==> config.mk <==
export PLATFORM = sky130hd
export DESIGN_NAME = xfer_fault_unit
export DESIGN_NICKNAME = d
export VERILOG_FILES = /design/src/rtl/xfer_fault_pkg.sv /design/src/rtl/xfer_fault_dp.sv /design/src/rtl/xfer_fault_ctrl.sv /design/src/rtl/xfer_fault_unit.sv
export SDC_FILE = /design/constraint.sdc
export NUM_CORES = 1
export LEC_CHECK = 0
export BUFFER_PORTS_ARGS = -buffer_cell sky130_fd_sc_hd__buf_4
export CORE_UTILIZATION = 25
export CTS_BUF_LIST = sky130_fd_sc_hd__clkbuf_8 sky130_fd_sc_hd__clkbuf_16
export CTS_CLUSTER_DIAMETER = 60
export DETAILED_ROUTE_END_ITERATION = 8
export MAX_ROUTING_LAYER = met4
export PLACE_DENSITY = 0.59
export SLEW_MARGIN = 30
export SYNTH_ARGS = -nofsm -noshare
export SYNTH_HDL_FRONTEND = slang
export SYNTH_SLANG_ARGS = --single-unit
==> constraint.sdc <==
create_clock -name clk -period 1.97 [get_ports clk]
set_input_delay 0.2955 -clock clk [delete_from_list [all_inputs] [get_ports clk]]
set_output_delay 0.2955 -clock clk [all_outputs]
set_load 0.005 [all_outputs]
==> src/rtl/xfer_fault_pkg.sv <==
package xfer_fault_pkg;
  localparam int CAUSE_W = 4;
  localparam logic [CAUSE_W-1:0] CAUSE_MISAL = 4'd0;
  localparam logic [CAUSE_W-1:0] CAUSE_ACC   = 4'd1;
  localparam logic [CAUSE_W-1:0] CAUSE_PAGE  = 4'd12;

  typedef struct packed {
    logic capExec;    // load record from the execute side
    logic capFetch;   // load record from the fetch side
    logic fetchPage;  // fetch record is a page fault (else access)
    logic retire;     // transfer completes
    logic redirect;   // transfer steers fetch
  } strobe_t;
endpackage

==> src/rtl/xfer_fault_dp.sv <==
module xfer_fault_dp
  import xfer_fault_pkg::*;
#(
  parameter int XLEN       = 64,
  parameter int VA_BITS    = 39,
  parameter int ALIGN_BITS = 2
) (
  input  logic               clk,
  input  logic               rstN,
  input  strobe_t            st,
  input  logic               vmEn,
  input  logic [XLEN-1:0]    xferPc,
  input  logic [XLEN-1:0]    xferTarget,
  input  logic [XLEN-1:0]    fetchAddr,
  output logic               misAl,
  output logic               nonCanon,
  output logic [CAUSE_W-1:0] excCause,
  output logic [XLEN-1:0]    excPc,
  output logic [XLEN-1:0]    excTval,
  output logic [XLEN-1:0]    redirectPc
);
  localparam int UPPER_W = XLEN - VA_BITS + 1;

  assign misAl = |xferTarget[ALIGN_BITS-1:0];

  generate
    if (VA_BITS >= XLEN) begin : g_flat
      assign nonCanon = 1'b0;
    end else begin : g_ext
      logic [UPPER_W-1:0] upperBits;
      assign upperBits = fetchAddr[XLEN-1:VA_BITS-1];
      assign nonCanon  = !((&upperBits) || !(|upperBits));
    end
  endgenerate

  always_ff @(posedge clk) begin
    if (!rstN) begin
      excCause   <= '0;
      excPc      <= '0;
      excTval    <= '0;
      redirectPc <= '0;
    end else begin
      if (st.capExec) begin
        excCause <= CAUSE_MISAL;
        excPc    <= xferPc;
        excTval  <= xferTarget;
      end else if (st.capFetch) begin
        excCause <= st.fetchPage ? CAUSE_PAGE : CAUSE_ACC;
        excPc    <= fetchAddr;
        excTval  <= fetchAddr;
      end
      if (st.redirect) redirectPc <= xferTarget;
    end
  end

  AST_PAGE_WINS: assert property (@(posedge clk) disable iff (!rstN)
    (st.capFetch && vmEn && nonCanon) |=> (excCause == CAUSE_PAGE));
  AST_MISAL_TVAL: assert property (@(posedge clk) disable iff (!rstN)
    st.capExec |=> (excTval[ALIGN_BITS-1:0] != '0));
endmodule

==> src/rtl/xfer_fault_ctrl.sv <==
module xfer_fault_ctrl
  import xfer_fault_pkg::*;
(
  input  logic    clk,
  input  logic    rstN,
  input  logic    xferValid,
  input  logic    xferTaken,
  input  logic    misAl,
  input  logic    fetchValid,
  input  logic    fetchAccFault,
  input  logic    nonCanon,
  input  logic    vmEn,
  input  logic    excReady,
  output strobe_t st,
  output logic    excValid,
  output logic    flush,
  output logic    retire,
  output logic    redirect
);
  logic slotFree, execFault, pageFault, fetchFault, capAny;

  always_comb begin
    slotFree    = !excValid || excReady;
    execFault   = xferValid && xferTaken && misAl;
    pageFault   = fetchValid && vmEn && nonCanon;
    fetchFault  = pageFault || (fetchValid && fetchAccFault);
    st.capExec  = slotFree && execFault;
    st.capFetch = slotFree && !execFault && fetchFault;
    st.fetchPage = pageFault;
    st.retire   = xferValid && !execFault;
    st.redirect = xferValid && xferTaken && !execFault;
    capAny      = st.capExec || st.capFetch;
  end

  always_ff @(posedge clk) begin
    if (!rstN) begin
      excValid <= 1'b0;
      flush    <= 1'b0;
      retire   <= 1'b0;
      redirect <= 1'b0;
    end else begin
      if (capAny)        excValid <= 1'b1;
      else if (excReady) excValid <= 1'b0;
      flush    <= capAny;
      retire   <= st.retire;
      redirect <= st.redirect;
    end
  end

  AST_FLUSH_HAS_REC: assert property (@(posedge clk) disable iff (!rstN)
    flush |-> excValid);
  AST_MISAL_NO_RETIRE: assert property (@(posedge clk) disable iff (!rstN)
    (xferValid && xferTaken && misAl) |=> (!retire && !redirect));
  AST_NOT_TAKEN_RETIRES: assert property (@(posedge clk) disable iff (!rstN)
    (xferValid && !xferTaken) |=> (retire && !redirect));
  AST_REDIRECT_RETIRES: assert property (@(posedge clk) disable iff (!rstN)
    redirect |-> retire);
endmodule

==> src/rtl/xfer_fault_unit.sv <==
module xfer_fault_unit
  import xfer_fault_pkg::*;
#(
  parameter int XLEN       = 64,
  parameter int VA_BITS    = 39,
  parameter int ALIGN_BITS = 2
) (
  input  logic               clk,
  input  logic               rstN,
  input  logic               xferValid,
  input  logic               xferTaken,
  input  logic [XLEN-1:0]    xferPc,
  input  logic [XLEN-1:0]    xferTarget,
  input  logic               fetchValid,
  input  logic [XLEN-1:0]    fetchAddr,
  input  logic               fetchAccFault,
  input  logic               vmEn,
  input  logic               excReady,
  output logic               excValid,
  output logic [CAUSE_W-1:0] excCause,
  output logic [XLEN-1:0]    excPc,
  output logic [XLEN-1:0]    excTval,
  output logic               flush,
  output logic               retire,
  output logic               redirect,
  output logic [XLEN-1:0]    redirectPc
);
  strobe_t st;
  logic    misAl, nonCanon;

  xfer_fault_ctrl u_ctrl (
    .clk(clk), .rstN(rstN), .xferValid(xferValid), .xferTaken(xferTaken),
    .misAl(misAl), .fetchValid(fetchValid), .fetchAccFault(fetchAccFault),
    .nonCanon(nonCanon), .vmEn(vmEn), .excReady(excReady), .st(st),
    .excValid(excValid), .flush(flush), .retire(retire), .redirect(redirect)
  );

  xfer_fault_dp #(.XLEN(XLEN), .VA_BITS(VA_BITS), .ALIGN_BITS(ALIGN_BITS)) u_dp (
    .clk(clk), .rstN(rstN), .st(st), .vmEn(vmEn), .xferPc(xferPc),
    .xferTarget(xferTarget), .fetchAddr(fetchAddr), .misAl(misAl),
    .nonCanon(nonCanon), .excCause(excCause), .excPc(excPc),
    .excTval(excTval), .redirectPc(redirectPc)
  );

  AST_HOLD_RECORD: assert property (@(posedge clk) disable iff (!rstN)
    (excValid && !excReady) |=> (excValid && $stable(excCause) &&
                                 $stable(excPc) && $stable(excTval)));
  AST_CAUSE_LEGAL: assert property (@(posedge clk) disable iff (!rstN)
    excValid |-> (excCause == CAUSE_MISAL || excCause == CAUSE_ACC ||
                  excCause == CAUSE_PAGE));
endmodule

Yosys cells after proc, flatten, opt, wreduce, memory -nomap -nowiden
Index checks and enable logic that the tools add are counted.

Bits of input ports: 200. Output and inout port bits: 200. Word-level logic and storage cells: 39. Register bits: 200.

Muxes and demuxes: 6. Bitwise operators: 1. Reductions and logical operators: 24.

Operators with widths (number): $mux W64 (3); $reduce_and A26 Y1 (1); $reduce_or A26 Y1 (1); $logic_and A1 B1 Y1 (10); $logic_not A1 Y1 (4); $logic_or A1 B1 Y1 (4); $mux W4 (1); $reduce_bool A2 Y1 (2); $reduce_or A2 Y1 (2); $mux W1 (2); $not A1 Y1 (1).

Longest topological paths before layout
Word-level depth: 9. Mapped depth: 9. Mapped depth without buffers: 6.

Cells and area by module
Synthesis repeated with hierarchy kept, for this count alone.

Cell total of the unflattened synthesis: 828. Area total of the unflattened synthesis: 8256.7 µm².

By module, submodules not included: xfer_fault_dp (area each 8077.7 µm², times used 1, cells an instance 806, seq. area each 3883.7 µm²); xfer_fault_ctrl (area each 178.9 µm², times used 1, cells an instance 22, seq. area each 80.1 µm²).

Least setup slack after synthesis
No wires, ideal clock.

Path kind: input -> register. Start point: in fetchAddr[57]. End point: reg u_dp.excPc[38]. Library setup time: 0.127 ns. Cell stages on the path: 8. Path buffers: 2. Data required time: 1.843 ns. Slack: -0.099 ns. Arrival: 1.942 ns. Path through: or4_1 or2_1 o32ai_2 nor3b_1 clkbuf_1 buf_2 a22oi_1 a21boi_0.

Word-level cells in the longest chain between the ends: 8. Elaborated cells between the ends (all ways): 9. Classes of those cells: reduce/logical: 9.

Ends and longest elaborated chain: from (decl) (line xfer_fault_unit.sv:15) `input logic [XLEN-1:0] fetchAddr,`; $reduce_or A26 Y1 (line xfer_fault_dp.sv:32) `assign nonCanon = !((&upperBits) || !(|upperBits));`; $logic_not A1 Y1 (line xfer_fault_dp.sv:32); $logic_or A1 B1 Y1 (*) (line xfer_fault_dp.sv:32); $logic_not A1 Y1 (*) (line xfer_fault_dp.sv:32); $logic_and A1 B1 Y1 (*) (line xfer_fault_ctrl.sv:25) `pageFault = fetchValid && vmEn && nonCanon;`; $logic_or A1 B1 Y1 (*) (line xfer_fault_ctrl.sv:26) `fetchFault = pageFault || (fetchValid && fetchAccFault);`; $logic_and A1 B1 Y1 (*) (line xfer_fault_ctrl.sv:28) `st.capFetch = slotFree && !execFault && fetchFault;`; $reduce_bool A2 Y1 (no line) (*); to (signal assigned) (line xfer_fault_dp.sv:45) `excPc <= xferPc;`; to (signal assigned) (line xfer_fault_dp.sv:49) `excPc <= fetchAddr;`; to (decl) (line xfer_fault_dp.sv:18) `output logic [XLEN-1:0] excPc,`.

Every way passes the cells marked *; elsewhere a longest branch is shown, timed or not. A chain may end at the register's enable or synchronous reset.

Final worst setup path
Start point: in fetchAddr[56]. End point: reg u_dp.excPc[47].

The elaborated chain is that of the path after synthesis.

==> results.json <==
{
  "dr.pass1.iters": 4,
  "clkTransAtPathRegs_ps": 80,
  "synth.avg_cell_area_um2": 8.43,
  "cts_tree": "done",
  "power.leakage_nw": 5.40,
  "placed_cell_area_um2": 11800,
  "hold_path_class": "input pin to flip-flop",
  "dp.cells": 1718,
  "endpoint": "u_dp.excPc[47]",
  "reg2reg_depth": 9,
  "track_usage_pct": 20.8,
  "max_freq_mhz": 508,
  "first_iter_violations": 513,
  "fin_crit_ps": 1970,
  "setup_violations": 0,
  "cp-startpoint": "fetchAddr[56]",
  "synth_warnings": 0,
  "cpMostUsedCell": "buf_6",
  "critPathLaunchType": "input pin",
  "grt_max_degree": 113,
  "synth_cells": 945,
  "clock_sinks": 198,
  "worst_path_max_delay_cell": "or4_4",
  "cts_hold_buf": 0,
  "area_growth_pct": 62.2,
  "coreArea_um2": 31000,
  "die_area_um2": 32600,
  "worstReg2RegEnd": "u_dp.excTval[41]",
  "synth-seq-cells": 198,
  "worstPathArrival_ps": 2310,
  "portBuffers": 398,
  "rsz0062_at_grt": "yes",
  "die_h_um": 180,
  "vdd_drop_max_mv": 0.555,
  "synth_cell_types": 33,
  "layout-drive-gt1-share_pct": 41.8,
  "synth_fp_nets": 1145,
  "clk_latency_ps": 450,
  "synth-seq-area-share_pct": 49.8,
  "r2r-start": "u_ctrl.excValid",
  "cap_violations": 0,
  "grt-ovfl-total": 0,
  "finalClockSkew_ps": 13.4,
  "clockBufferDepth": 2,
  "wl_per_cell_um": 19.0,
  "drt_wl_total_um": 33500,
  "root_buffer": "clkbuf_16",
  "reg2reg_setup_slack_ps": 60,
  "synth_area_um2": 7960,
  "crit_type": "input pin to flip-flop",
  "antenna_found_initial": 2,
  "hold_path_depth": 3,
  "worst_setup_path_end_kind": "flip-flop",
  "run_status": "finished, final reports clean",
  "viasPerCell": 4.91,
  "fillers": 3097,
  "rows": 64,
  "num_vias": 8647,
  "fin_nets": 1553,
  "die_w_um": 180,
  "hold_viol_final": 0,
  "initial_core_util_pct": 25.7,
  "period_share_pct": 99.9,
  "htree_levels": 4,
  "grt_pass1_vias": 8472,
  "drc_errors": 0,
  "cp_data_required_time_ps": 2310,
  "crit_chain": "buf_4, or4_4, or2_4, o32ai_4, buf_6, nor3b_4, buf_6, buf_12, a22oi_1, a21boi_0",
  "cts_inserted_buffers": 17,
  "power_density_nw_per_um2": 767,
  "dp_hpwl_um": 23300,
  "critPathMaxStageDelay_ps": 550,
  "finalMaxSlewViolations": 0,
  "gp_congestion": 0.841,
  "crit_fanout": 13,
  "io_pins": 400,
  "finalPower_mw": 9.91,
  "drtAntennaViolNets": 0,
  "instances_no_fill": 1762,
  "fin_area_um2": 12900,
  "grt_pass1_wl_um": 50600
}
-- through the flow --
| stage | setup TNS [ps] | worst slack [ps] | hold slack, ps | util [%] |
|---|---|---|---|---|
| global placement | -68180 | -579 | 452 | 37.9 |
| finish | 0 | 2.23 | 102 | 41.7 |
| floorplan | -8660 | -77.6 | 382 | - |
| global route | -124 | -20.3 | 86.1 | 41.7 |
| detailed placement | -69030 | -613 | 459 | 37.9 |
| CTS | 0 | 8.65 | 68.4 | 41.0 |
-- layout make-up --
cell class	instances	area [µm²]	area share [%]
Multi-Input combinational cell	657	3880	30.0
Antenna cell	1	2.50	0.0194
Inverter	1	3.75	0.0291
Timing Repair Buffer	478	3980	30.8
Clock buffer	20	467	3.61
Clock inverter	11	124	0.959
Tap cell	396	495	3.84
Sequential cell	198	3970	30.7
-- cell usage in the layout (no fill, tap or decap), drive strengths merged, types with 8 or more instances in the layout --
cell type / n
a31oi: 77
buf: 477
dfxtp: 198
nand4: 8
nand2: 245
nand3: 53
a21boi: 115
a22oi: 52
clkbuf: 21
o21ai: 76
-- worst max-delay path: cells and delay by family --
| family | cells | cell delay (ps) |
|---|---|---|
| AO/OA/AOI/OAI | 3 | 560 |
| buffers and inverters | 4 | 580 |
| AND/OR/NAND/NOR | 3 | 860 |
-- Yosys cell counts (all sizes together) --
library cell    n  area (µm²)
o2111a          1        11.3
a31oi          77         482
nor2b           1        6.26
or3b            1        8.76
or3             2        12.5
clkbuf         66         248
inv             1        3.75
nand2         245         920
nor4            6        37.5
and3b           1        8.76
o21ai          76         380
dfxtp         198        3960
nand3          53         265
o32ai           1        16.3
and2            3        18.8
or4             1        7.51
nor3b           1        7.51
a21oi           2        10.0
o31ai           1        7.51
nor2            3        11.3
and3            2        12.5
nor3            2        10.0
nand4           8        50.1
conb            1        3.75
buf            23         195
a22oi          52         390
or2             2        12.5
a21boi        115         863
-- sequential cells by signal, indices dropped and copies added, names as in the netlist --
signal           cells
u_dp.excTval        64
u_dp.excPc          64
u_ctrl.excValid      1
u_ctrl.redirect      1
u_ctrl.retire        1
u_dp.excCause        2
u_ctrl.flush         1
u_dp.redirectPc     64
-- report_power, final --
part           switching [mW]  leakage (nW)  internal, mW
clock network            1.62         0.290          1.97
registers               0.153          1.62          4.26
logic                   0.878          3.49          1.03
total                    2.65          5.40          7.26
-- worst min path at each step --
stage | startpoint | end | slack (ps)
3_5_place_dp | u_dp.redirectPc[31] | u_dp.redirectPc[31] | 460
6_report | xferTarget[3] | u_dp.redirectPc[3] | 100
5_1_grt | xferTarget[3] | u_dp.redirectPc[3] | 90
4_1_cts | xferTarget[3] | u_dp.redirectPc[3] | 70
3_3_place_gp | u_dp.redirectPc[15] | u_dp.redirectPc[15] | 450
2_1_floorplan | xferTaken | u_ctrl.retire | 380
-- routing by layer --
metal	routed length, µm	vias up	part of all wire, %	global-route usage [%]
met1	14200	4070	42	25.4
met4	677	0	2.0	6.77
met5	0	-	0	-
li1	-	4156	-	-
met2	15700	388	47	32.8
met3	2960	33	8.8	6.20
-- logic make-up after synthesis --
family	after synthesis	synth area share, %
simple gates	331	17.4
flops	198	49.8
compound gates	325	27.1
other cells	1	0.0471
buf+inv	90	5.61
-- what timing repair did --
action                     4_1_cts  5_1_grt
cloned                           7        1
gates resized for setup         33       56
pin swaps                        5       18
buffers inserted                 5        1
setup endpoints to repair      121       93
Power figures use the tool's default switching activity.
